==> config.mk <==
export PLATFORM = sky130hd
export DESIGN_NAME = adc_sleep_ctrl
export DESIGN_NICKNAME = d
export VERILOG_FILES = /design/src/rtl/adc_pkg.sv /design/src/rtl/adc_sar_dp.sv /design/src/rtl/adc_ctrl.sv /design/src/rtl/adc_sleep_ctrl.sv
export SDC_FILE = /design/constraint.sdc
export NUM_CORES = 1
export LEC_CHECK = 0
export BUFFER_PORTS_ARGS = -buffer_cell sky130_fd_sc_hd__buf_2
export CORE_MARGIN = 2
export CORE_UTILIZATION = 55
export DETAILED_ROUTE_END_ITERATION = 10
export PLACE_DENSITY_LB_ADDON = 0.3
export SYNTH_ARGS = -nofsm -noshare
export SYNTH_HDL_FRONTEND = slang
export SYNTH_SLANG_ARGS = --single-unit
export TNS_END_PERCENT = 100
==> constraint.sdc <==
create_clock -name clk -period 8.9 [get_ports clk]
set_input_delay 0.89 -clock clk [delete_from_list [all_inputs] [get_ports clk]]
set_output_delay 0.89 -clock clk [all_outputs]
set_load 0.01 [all_outputs]
==> src/rtl/adc_pkg.sv <==
package adc_pkg;
  localparam int RES_W  = 10;
  localparam int BYTE_W = 8;
  localparam int ADDR_W = 3;
  localparam int DIV_W  = 7;

  localparam logic [ADDR_W-1:0] A_CTRL  = 3'd0;
  localparam logic [ADDR_W-1:0] A_CLK   = 3'd1;
  localparam logic [ADDR_W-1:0] A_RESHI = 3'd2;
  localparam logic [ADDR_W-1:0] A_RESLO = 3'd3;
  localparam logic [ADDR_W-1:0] A_FLAG  = 3'd4;

  typedef enum logic [1:0] {
    ST_IDLE  = 2'd0,
    ST_DELAY = 2'd1,
    ST_CONV  = 2'd2
  } convState_t;

  typedef struct packed {
    logic start;
    logic step;
    logic fmtRight;
  } dpCmd_t;
endpackage

==> src/rtl/adc_sar_dp.sv <==
module adc_sar_dp
  import adc_pkg::*;
(
  input  logic              clk,
  input  logic              rstN,
  input  logic              cmpIn,
  input  dpCmd_t            dpCmd,
  output logic              lastStep,
  output logic [RES_W-1:0]  dacCode,
  output logic [BYTE_W-1:0] resHi,
  output logic [BYTE_W-1:0] resLo
);
  localparam int IDX_W    = $clog2(RES_W);
  localparam int LOW_BITS = RES_W - BYTE_W;
  localparam int PAD_W    = BYTE_W - LOW_BITS;

  logic [RES_W-1:0] sarQ, sarNext;
  logic [IDX_W-1:0] idxQ;

  assign lastStep = (idxQ == '0);
  assign dacCode  = sarQ;

  // Resolve the current bit and place the next trial bit below it.
  always_comb begin
    sarNext = sarQ;
    for (int i = 0; i < RES_W; i++) begin
      if (IDX_W'(i) == idxQ) sarNext[i] = cmpIn;
      if ((i + 1 < RES_W) && (IDX_W'(i + 1) == idxQ)) sarNext[i] = 1'b1;
    end
  end

  always_ff @(posedge clk or negedge rstN) begin
    if (!rstN) begin
      sarQ <= '0;
      idxQ <= '0;
    end else if (dpCmd.start) begin
      sarQ <= {1'b1, {(RES_W-1){1'b0}}};
      idxQ <= IDX_W'(RES_W - 1);
    end else if (dpCmd.step) begin
      sarQ <= sarNext;
      if (!lastStep) idxQ <= idxQ - 1'b1;
    end
  end

  // Result bytes survive reset on purpose: no reset branch.
  always_ff @(posedge clk) begin
    if (dpCmd.step && lastStep) begin
      if (dpCmd.fmtRight) begin
        resHi <= {{PAD_W{1'b0}}, sarNext[RES_W-1:BYTE_W]};
        resLo <= sarNext[BYTE_W-1:0];
      end else begin
        resHi <= sarNext[RES_W-1:LOW_BITS];
        resLo <= {sarNext[LOW_BITS-1:0], {PAD_W{1'b0}}};
      end
    end
  end

  // each conversion opens with only the MSB trial bit set
  p_start_msb_r3: assert property (@(posedge clk) disable iff (!rstN)
    dpCmd.start |=> (dacCode == {1'b1, {(RES_W-1){1'b0}}}));
endmodule

==> src/rtl/adc_ctrl.sv <==
module adc_ctrl
  import adc_pkg::*;
#(
  parameter int INSTR_CLKS = 4
) (
  input  logic              clk,
  input  logic              rstN,
  input  logic              busWe,
  input  logic [ADDR_W-1:0] busAddr,
  input  logic [BYTE_W-1:0] busWdata,
  output logic [BYTE_W-1:0] busRdata,
  input  logic [BYTE_W-1:0] resHi,
  input  logic [BYTE_W-1:0] resLo,
  input  logic              sleepReq,
  input  logic              adcIntEn,
  input  logic              periphIntEn,
  input  logic              rcTick,
  input  logic              lastStep,
  output dpCmd_t            dpCmd,
  output logic [2:0]        chanSel,
  output logic              refSel,
  output logic              anaPowerEn,
  output logic              wakeOut
);
  localparam int DLY_W = (INSTR_CLKS > 1) ? $clog2(INSTR_CLKS) : 1;
  localparam logic [DLY_W-1:0] DLY_LAST = DLY_W'(INSTR_CLKS - 1);

  convState_t        state;
  logic              fmtQ, refQ, adonQ, flagQ;
  logic [2:0]        chsQ, clkSelQ;
  logic [DLY_W-1:0]  delayCnt;
  logic [DIV_W-1:0]  divCnt, divLast;
  logic [2:0]        divExp;
  logic              rcSel, busy, divTick, stepTick;
  logic              wrCtrl, wrClk, wrFlag;
  logic              swAbort, slAbort, abort, startReq, convDone;
  logic              unusedBits;

  assign rcSel   = (clkSelQ[1:0] == 2'b11);
  assign busy    = (state != ST_IDLE);
  assign divExp  = {clkSelQ[1:0], 1'b0} + 3'd1 + {2'b00, clkSelQ[2]};
  assign divLast = (DIV_W'(1) << divExp) - DIV_W'(1);
  assign divTick = (divCnt == divLast);
  assign stepTick = rcSel ? rcTick : divTick;

  assign wrCtrl = busWe && (busAddr == A_CTRL);
  assign wrClk  = busWe && (busAddr == A_CLK);
  assign wrFlag = busWe && (busAddr == A_FLAG);

  assign swAbort  = busy && wrCtrl && (!busWdata[0] || !busWdata[1]);
  assign slAbort  = busy && sleepReq && !rcSel;
  assign abort    = swAbort || slAbort;
  assign startReq = !busy && wrCtrl && busWdata[1] && busWdata[0] && adonQ;

  always_comb begin
    dpCmd.fmtRight = fmtQ;
    dpCmd.start = (!busy && startReq && !rcSel) ||
                  ((state == ST_DELAY) && (delayCnt == DLY_LAST) && !abort);
    dpCmd.step  = (state == ST_CONV) && stepTick && !abort;
  end
  assign convDone = dpCmd.step && lastStep;

  always_ff @(posedge clk or negedge rstN) begin
    if (!rstN) begin
      fmtQ     <= 1'b0;
      refQ     <= 1'b0;
      chsQ     <= '0;
      adonQ    <= 1'b0;
      clkSelQ  <= '0;
      flagQ    <= 1'b0;
      state    <= ST_IDLE;
      delayCnt <= '0;
      divCnt   <= '0;
    end else begin
      if (wrCtrl) begin
        fmtQ  <= busWdata[7];
        refQ  <= busWdata[6];
        chsQ  <= busWdata[4:2];
        adonQ <= busWdata[0];
      end
      if (wrClk) clkSelQ <= busWdata[6:4];
      if (convDone)    flagQ <= 1'b1;
      else if (wrFlag) flagQ <= busWdata[0];

      if (abort) begin
        state <= ST_IDLE;
      end else begin
        unique case (state)
          ST_IDLE: if (startReq) begin
            state    <= rcSel ? ST_DELAY : ST_CONV;
            delayCnt <= '0;
            divCnt   <= '0;
          end
          ST_DELAY: begin
            if (delayCnt == DLY_LAST) begin
              state  <= ST_CONV;
              divCnt <= '0;
            end else begin
              delayCnt <= delayCnt + 1'b1;
            end
          end
          ST_CONV: begin
            divCnt <= divTick ? '0 : divCnt + 1'b1;
            if (convDone) state <= ST_IDLE;
          end
          default: state <= ST_IDLE;
        endcase
      end
    end
  end

  always_comb begin
    unique case (busAddr)
      A_CTRL:  busRdata = {fmtQ, refQ, 1'b0, chsQ, busy, adonQ};
      A_CLK:   busRdata = {1'b0, clkSelQ, 4'b0000};
      A_RESHI: busRdata = resHi;
      A_RESLO: busRdata = resLo;
      A_FLAG:  busRdata = {7'b0, flagQ};
      default: busRdata = '0;
    endcase
  end

  assign chanSel    = chsQ;
  assign refSel     = refQ;
  assign anaPowerEn = adonQ && (!sleepReq || (rcSel && busy));
  assign wakeOut    = flagQ && adcIntEn && periphIntEn;
  assign unusedBits = ^{busWdata[5], busWdata[3:1], busWdata[7]};

  // a running conversion implies the enable bit is set
  p_busy_needs_en_r6: assert property (@(posedge clk) disable iff (!rstN)
    busy |-> adonQ);

  // with enable clear, an idle converter stays idle
  p_go_ignored_r6: assert property (@(posedge clk) disable iff (!rstN)
    (!busy && !adonQ) |=> !busy);

  // no decision is taken while the RC start is held back
  p_delay_hold_r7: assert property (@(posedge clk) disable iff (!rstN)
    (state == ST_DELAY) |-> !dpCmd.step);

  // sleep on a divided clock returns to idle without raising the flag
  p_sleep_abort_r9: assert property (@(posedge clk) disable iff (!rstN)
    (busy && sleepReq && !rcSel && !wrFlag) |=> (!busy && !$rose(flagQ)));

  // the flag only rises from a finished conversion or a software write
  p_flag_src_r4: assert property (@(posedge clk) disable iff (!rstN)
    $rose(flagQ) |-> ($past(state) == ST_CONV || $past(wrFlag)));
endmodule

==> src/rtl/adc_sleep_ctrl.sv <==
module adc_sleep_ctrl
  import adc_pkg::*;
#(
  parameter int INSTR_CLKS = 4
) (
  input  logic         clk,
  input  logic         rstN,
  input  logic         busWe,
  input  logic [2:0]   busAddr,
  input  logic [7:0]   busWdata,
  output logic [7:0]   busRdata,
  input  logic         sleepReq,
  input  logic         adcIntEn,
  input  logic         periphIntEn,
  input  logic         rcTick,
  input  logic         cmpIn,
  output logic [9:0]   dacCode,
  output logic [2:0]   chanSel,
  output logic         refSel,
  output logic         anaPowerEn,
  output logic         wakeOut
);
  dpCmd_t            dpCmd;
  logic              lastStep;
  logic [BYTE_W-1:0] resHi, resLo;

  adc_ctrl #(.INSTR_CLKS(INSTR_CLKS)) u_ctrl (
    .clk(clk), .rstN(rstN), .busWe(busWe), .busAddr(busAddr),
    .busWdata(busWdata), .busRdata(busRdata), .resHi(resHi), .resLo(resLo),
    .sleepReq(sleepReq), .adcIntEn(adcIntEn), .periphIntEn(periphIntEn),
    .rcTick(rcTick), .lastStep(lastStep), .dpCmd(dpCmd), .chanSel(chanSel),
    .refSel(refSel), .anaPowerEn(anaPowerEn), .wakeOut(wakeOut)
  );

  adc_sar_dp u_dp (
    .clk(clk), .rstN(rstN), .cmpIn(cmpIn), .dpCmd(dpCmd),
    .lastStep(lastStep), .dacCode(dacCode), .resHi(resHi), .resLo(resLo)
  );
endmodule

==> out/results.tsv <==
metric	value	unit
TritonRoute pass-1 iters	4	
largest fanout on the critical path	16	
FFs w/ async S/R, synth	68.6	%
Critical-path top delay cell	nor2_1	
die area	6230	µm²
Seq pwr share	44.4	%
CTS tree	yes	
Final Hold Viols	0	
clock power share	18.2	%
Synth cell types	54	
DRT Wirelength	6590	µm
area delta synth->final	9.44	%
ys flop type	dfrtp_1	
total global routing overflow	0	
Pint	0.000444	W
vias in the first global route	2307	
Worst EP required	8.82	ns
Commonest cells post-synth	nor2_1, dfrtp_1, nand2_1, o21ai_0, edfxtp_1	
Worst slew margin	21.9	%
final count of pins violating max slew	0	
CP max stage delay	0.89	ns
Worst-Margin Slew	1.17	ns
top-count cell post-synth	nor2_1	
GRT Util Overall	22.5	%
Setup CP Type	flip-flop to flip-flop	
Peak VDD IR	0.165	mV
Synth Area in XOR/XNOR	2.55	%
# clock sinks	51	
vias per cell	5.92	
Num CTS Buffers	5	
Wirelength per Cell	15.8	µm
Die Y	78.9	µm
P_leak	1.44	nW
clock-pin slew on the worst setup and hold paths	0.09	ns
Synth Area in Adders	3.65	%
setup_tns	0	ns
PwrDens	212	nW/µm²
kind of cell adding the most delay to the critical path	simple AND/OR/NAND/NOR gates	
initial detailed-routing violation count	127	
max capacitance violation total	0	
Core ar.	5470	µm²
first-pass GRT wire length	11000	µm
simple-gate portion of the synthesized area	20.0	%
Mapped Nets	339	
DP Area	3300	µm²
PortBufs	42	
DP Wirelength	4780	µm
Synth warnings	0	
I/O pin count	43	
Final nets	372	
mux share of post-synthesis cell area	10.7	%
fin crit period	4.59	ns
proportion of power drawn by combinational gates	37.4	%
sequential share of the synthesized area	43.9	%
number of gates resized after cts	0	
critical path arrival	4.52	ns
#FFs+latches synth	51	
Synth area leader	dfrtp_1	
sw frac	38.1	%
main combinational cell family by area after synthesis	simple AND/OR/NAND/NOR gates	
number of synthesized flops with an enable pin	16	
# diodes	0	
most used cell, CP	ha_1	
Yosys top cell area share	28.4	%
critical-path cell list	and2_1, ha_1, nand2_1, ha_1, xnor2_1, a311oi_1, o21ai_0, a2111oi_4, nand4_2, and2_4, nor2_1	
num rows	27	
initial antenna violation count	0	
status	finished clean	
Synth Area in Compound Gates	14.9	%
Worst Skew	0.00744	ns
Setup WS post-layout	4.31	ns
Chip Width	78.9	µm
CTS max path bufs	2	
Tot Pwr	0.000718	W
fin area	3380	µm²
DRC viols	0	
clk root buf	clkbuf_8	
fmax	0.218	GHz
clk_lat worst skew	0.30	ns
Avg Inst Size Synth	9.93	µm²
HP Class	flip-flop to flip-flop	
main area contributors after synthesis	dfrtp_1, edfxtp_1, mux2i_1, nor2_1, mux2_2	
Post-CTS Setup Inserts	0	
Post-Layout Cell Count	416	
final setup vio count	0	
Hold-fix buffers, CTS	0	
worst slack at placement	4.36	ns
Worst Setup Start Kind	flip-flop	
via count	2461	
Syn Inst Count	311	
fraction of layout instances using a drive strength above 1	20.9	%
largest net degree at the start of global routing	36	
Worst Path Buf+Inv	0	
CTS H-tree depth	2	
DRT antenna net count	0	
NetSw	0.000273	W
part of the cycle the worst path needs	51.6	%
Netlist Area Pre-Place	3090	µm²
GP Congestion	0.867	
Initial Utilization	56.4	%
CP endpoint kind	flip-flop	
Cell Count Post-Placement	409	
RSZ-0062 raised after global routing	no	
[stage by stage]
step / utilization (%) / hold WS (ns)
CTS: 61.8 / 0.498
global placement: 60.3 / 0.478
floorplan: - / 0.455
global route: 61.8 / 0.531
finish: 61.8 / 0.495
detailed placement: 60.3 / 0.486
[cells in the final DEF (no fill, tap or decap), types with 6 or more instances in the layout]
| cell | instances |
|---|---|
| nand2b_1 | 8 |
| o21ai_0 | 23 |
| xnor2_1 | 7 |
| nand4_1 | 10 |
| a21oi_1 | 10 |
| dfrtp_1 | 35 |
| nand3_1 | 6 |
| edfxtp_1 | 16 |
| ha_1 | 9 |
| o22ai_1 | 9 |
| nand2_1 | 26 |
| inv_1 | 11 |
| mux2i_1 | 15 |
| mux2_2 | 12 |
| nor2_1 | 36 |
| buf_2 | 42 |
[layout make-up]
class	instances	area (µm²)
Timing Repair Buffer	42	210
Inverter	11	41.3
Clock inverter	2	12.5
Multi-Input combinational cell	233	1600
Clock buffer	5	68.8
Sequential cell	51	1360
Tap cell	72	90.1
Fill cell	466	2090
[worst paths after layout]
path,startpoint,endpoint,slack (ns),depth (start not counted)
worst max-delay path,u_ctrl.clkSelQ[0],u_dp.resHi[1],4.31,11
worst min-delay path,u_ctrl.delayCnt[0],u_ctrl.delayCnt[0],0.50,1
worst max register to register,u_ctrl.clkSelQ[0],u_dp.resHi[1],4.31,11
worst min register to register,u_ctrl.delayCnt[0],u_ctrl.delayCnt[0],0.50,1
max in group asynchronous,rstN,u_ctrl.chanSel[0],7.72,1
min in group asynchronous,rstN,u_ctrl.divCnt[0],0.67,1
[kinds of logic (layout without fill, tap and decap cells)]
kind of cell,count (synthesis),after routing
and+or+nand+nor,117,117
xor gates and xnor gates,9,9
DFF,51,51
AOI/OAI and AO/OA,69,69
adders and majority gates,9,9
buffers and inverters,27,60
muxes,29,29
[flip-flops by register name, indices dropped and copies added, names as in the netlist]
register / flops
u_ctrl.divCnt: 7
u_ctrl.state: 2
u_ctrl.fmtQ: 1
u_dp.dacCode: 10
u_ctrl.flagQ: 1
u_ctrl.chanSel: 3
u_dp.idxQ: 4
u_ctrl.delayCnt: 2
u_ctrl.refSel: 1
u_dp.resLo: 8
u_dp.resHi: 8
u_ctrl.adonQ: 1
u_ctrl.clkSelQ: 3
[worst reg2reg max path, stage by stage, from the launching register on]
cell,delay (ns)
dfrtp_1,0.53
and2_1,0.25
ha_1,0.52
nand2_1,0.10
ha_1,0.30
xnor2_1,0.13
a311oi_1,0.23
o21ai_0,0.18
a2111oi_4,0.31
nand4_2,0.42
and2_4,0.36
nor2_1,0.89
[power groups by stage]
stage	clock network [W]	registers [W]	logic (W)
2_1_floorplan	0	0.000311	0.000214
3_3_place_gp	0	0.000321	0.000259
3_5_place_dp	0	0.000323	0.000267
4_1_cts	0.000133	0.000318	0.000269
5_1_grt	0.000141	0.000326	0.000303
6_report	0.000131	0.000319	0.000268
[metal layers]
metal  wire (µm)  up-vias  track usage, %
li1            -     1196               -
met2        3170       55            35.9
met3         265       10            3.64
met1        3070     1200            31.7
met4          87        0            7.24
met5           0        -               0
Note: power is estimated with default switching activity, not from simulation.
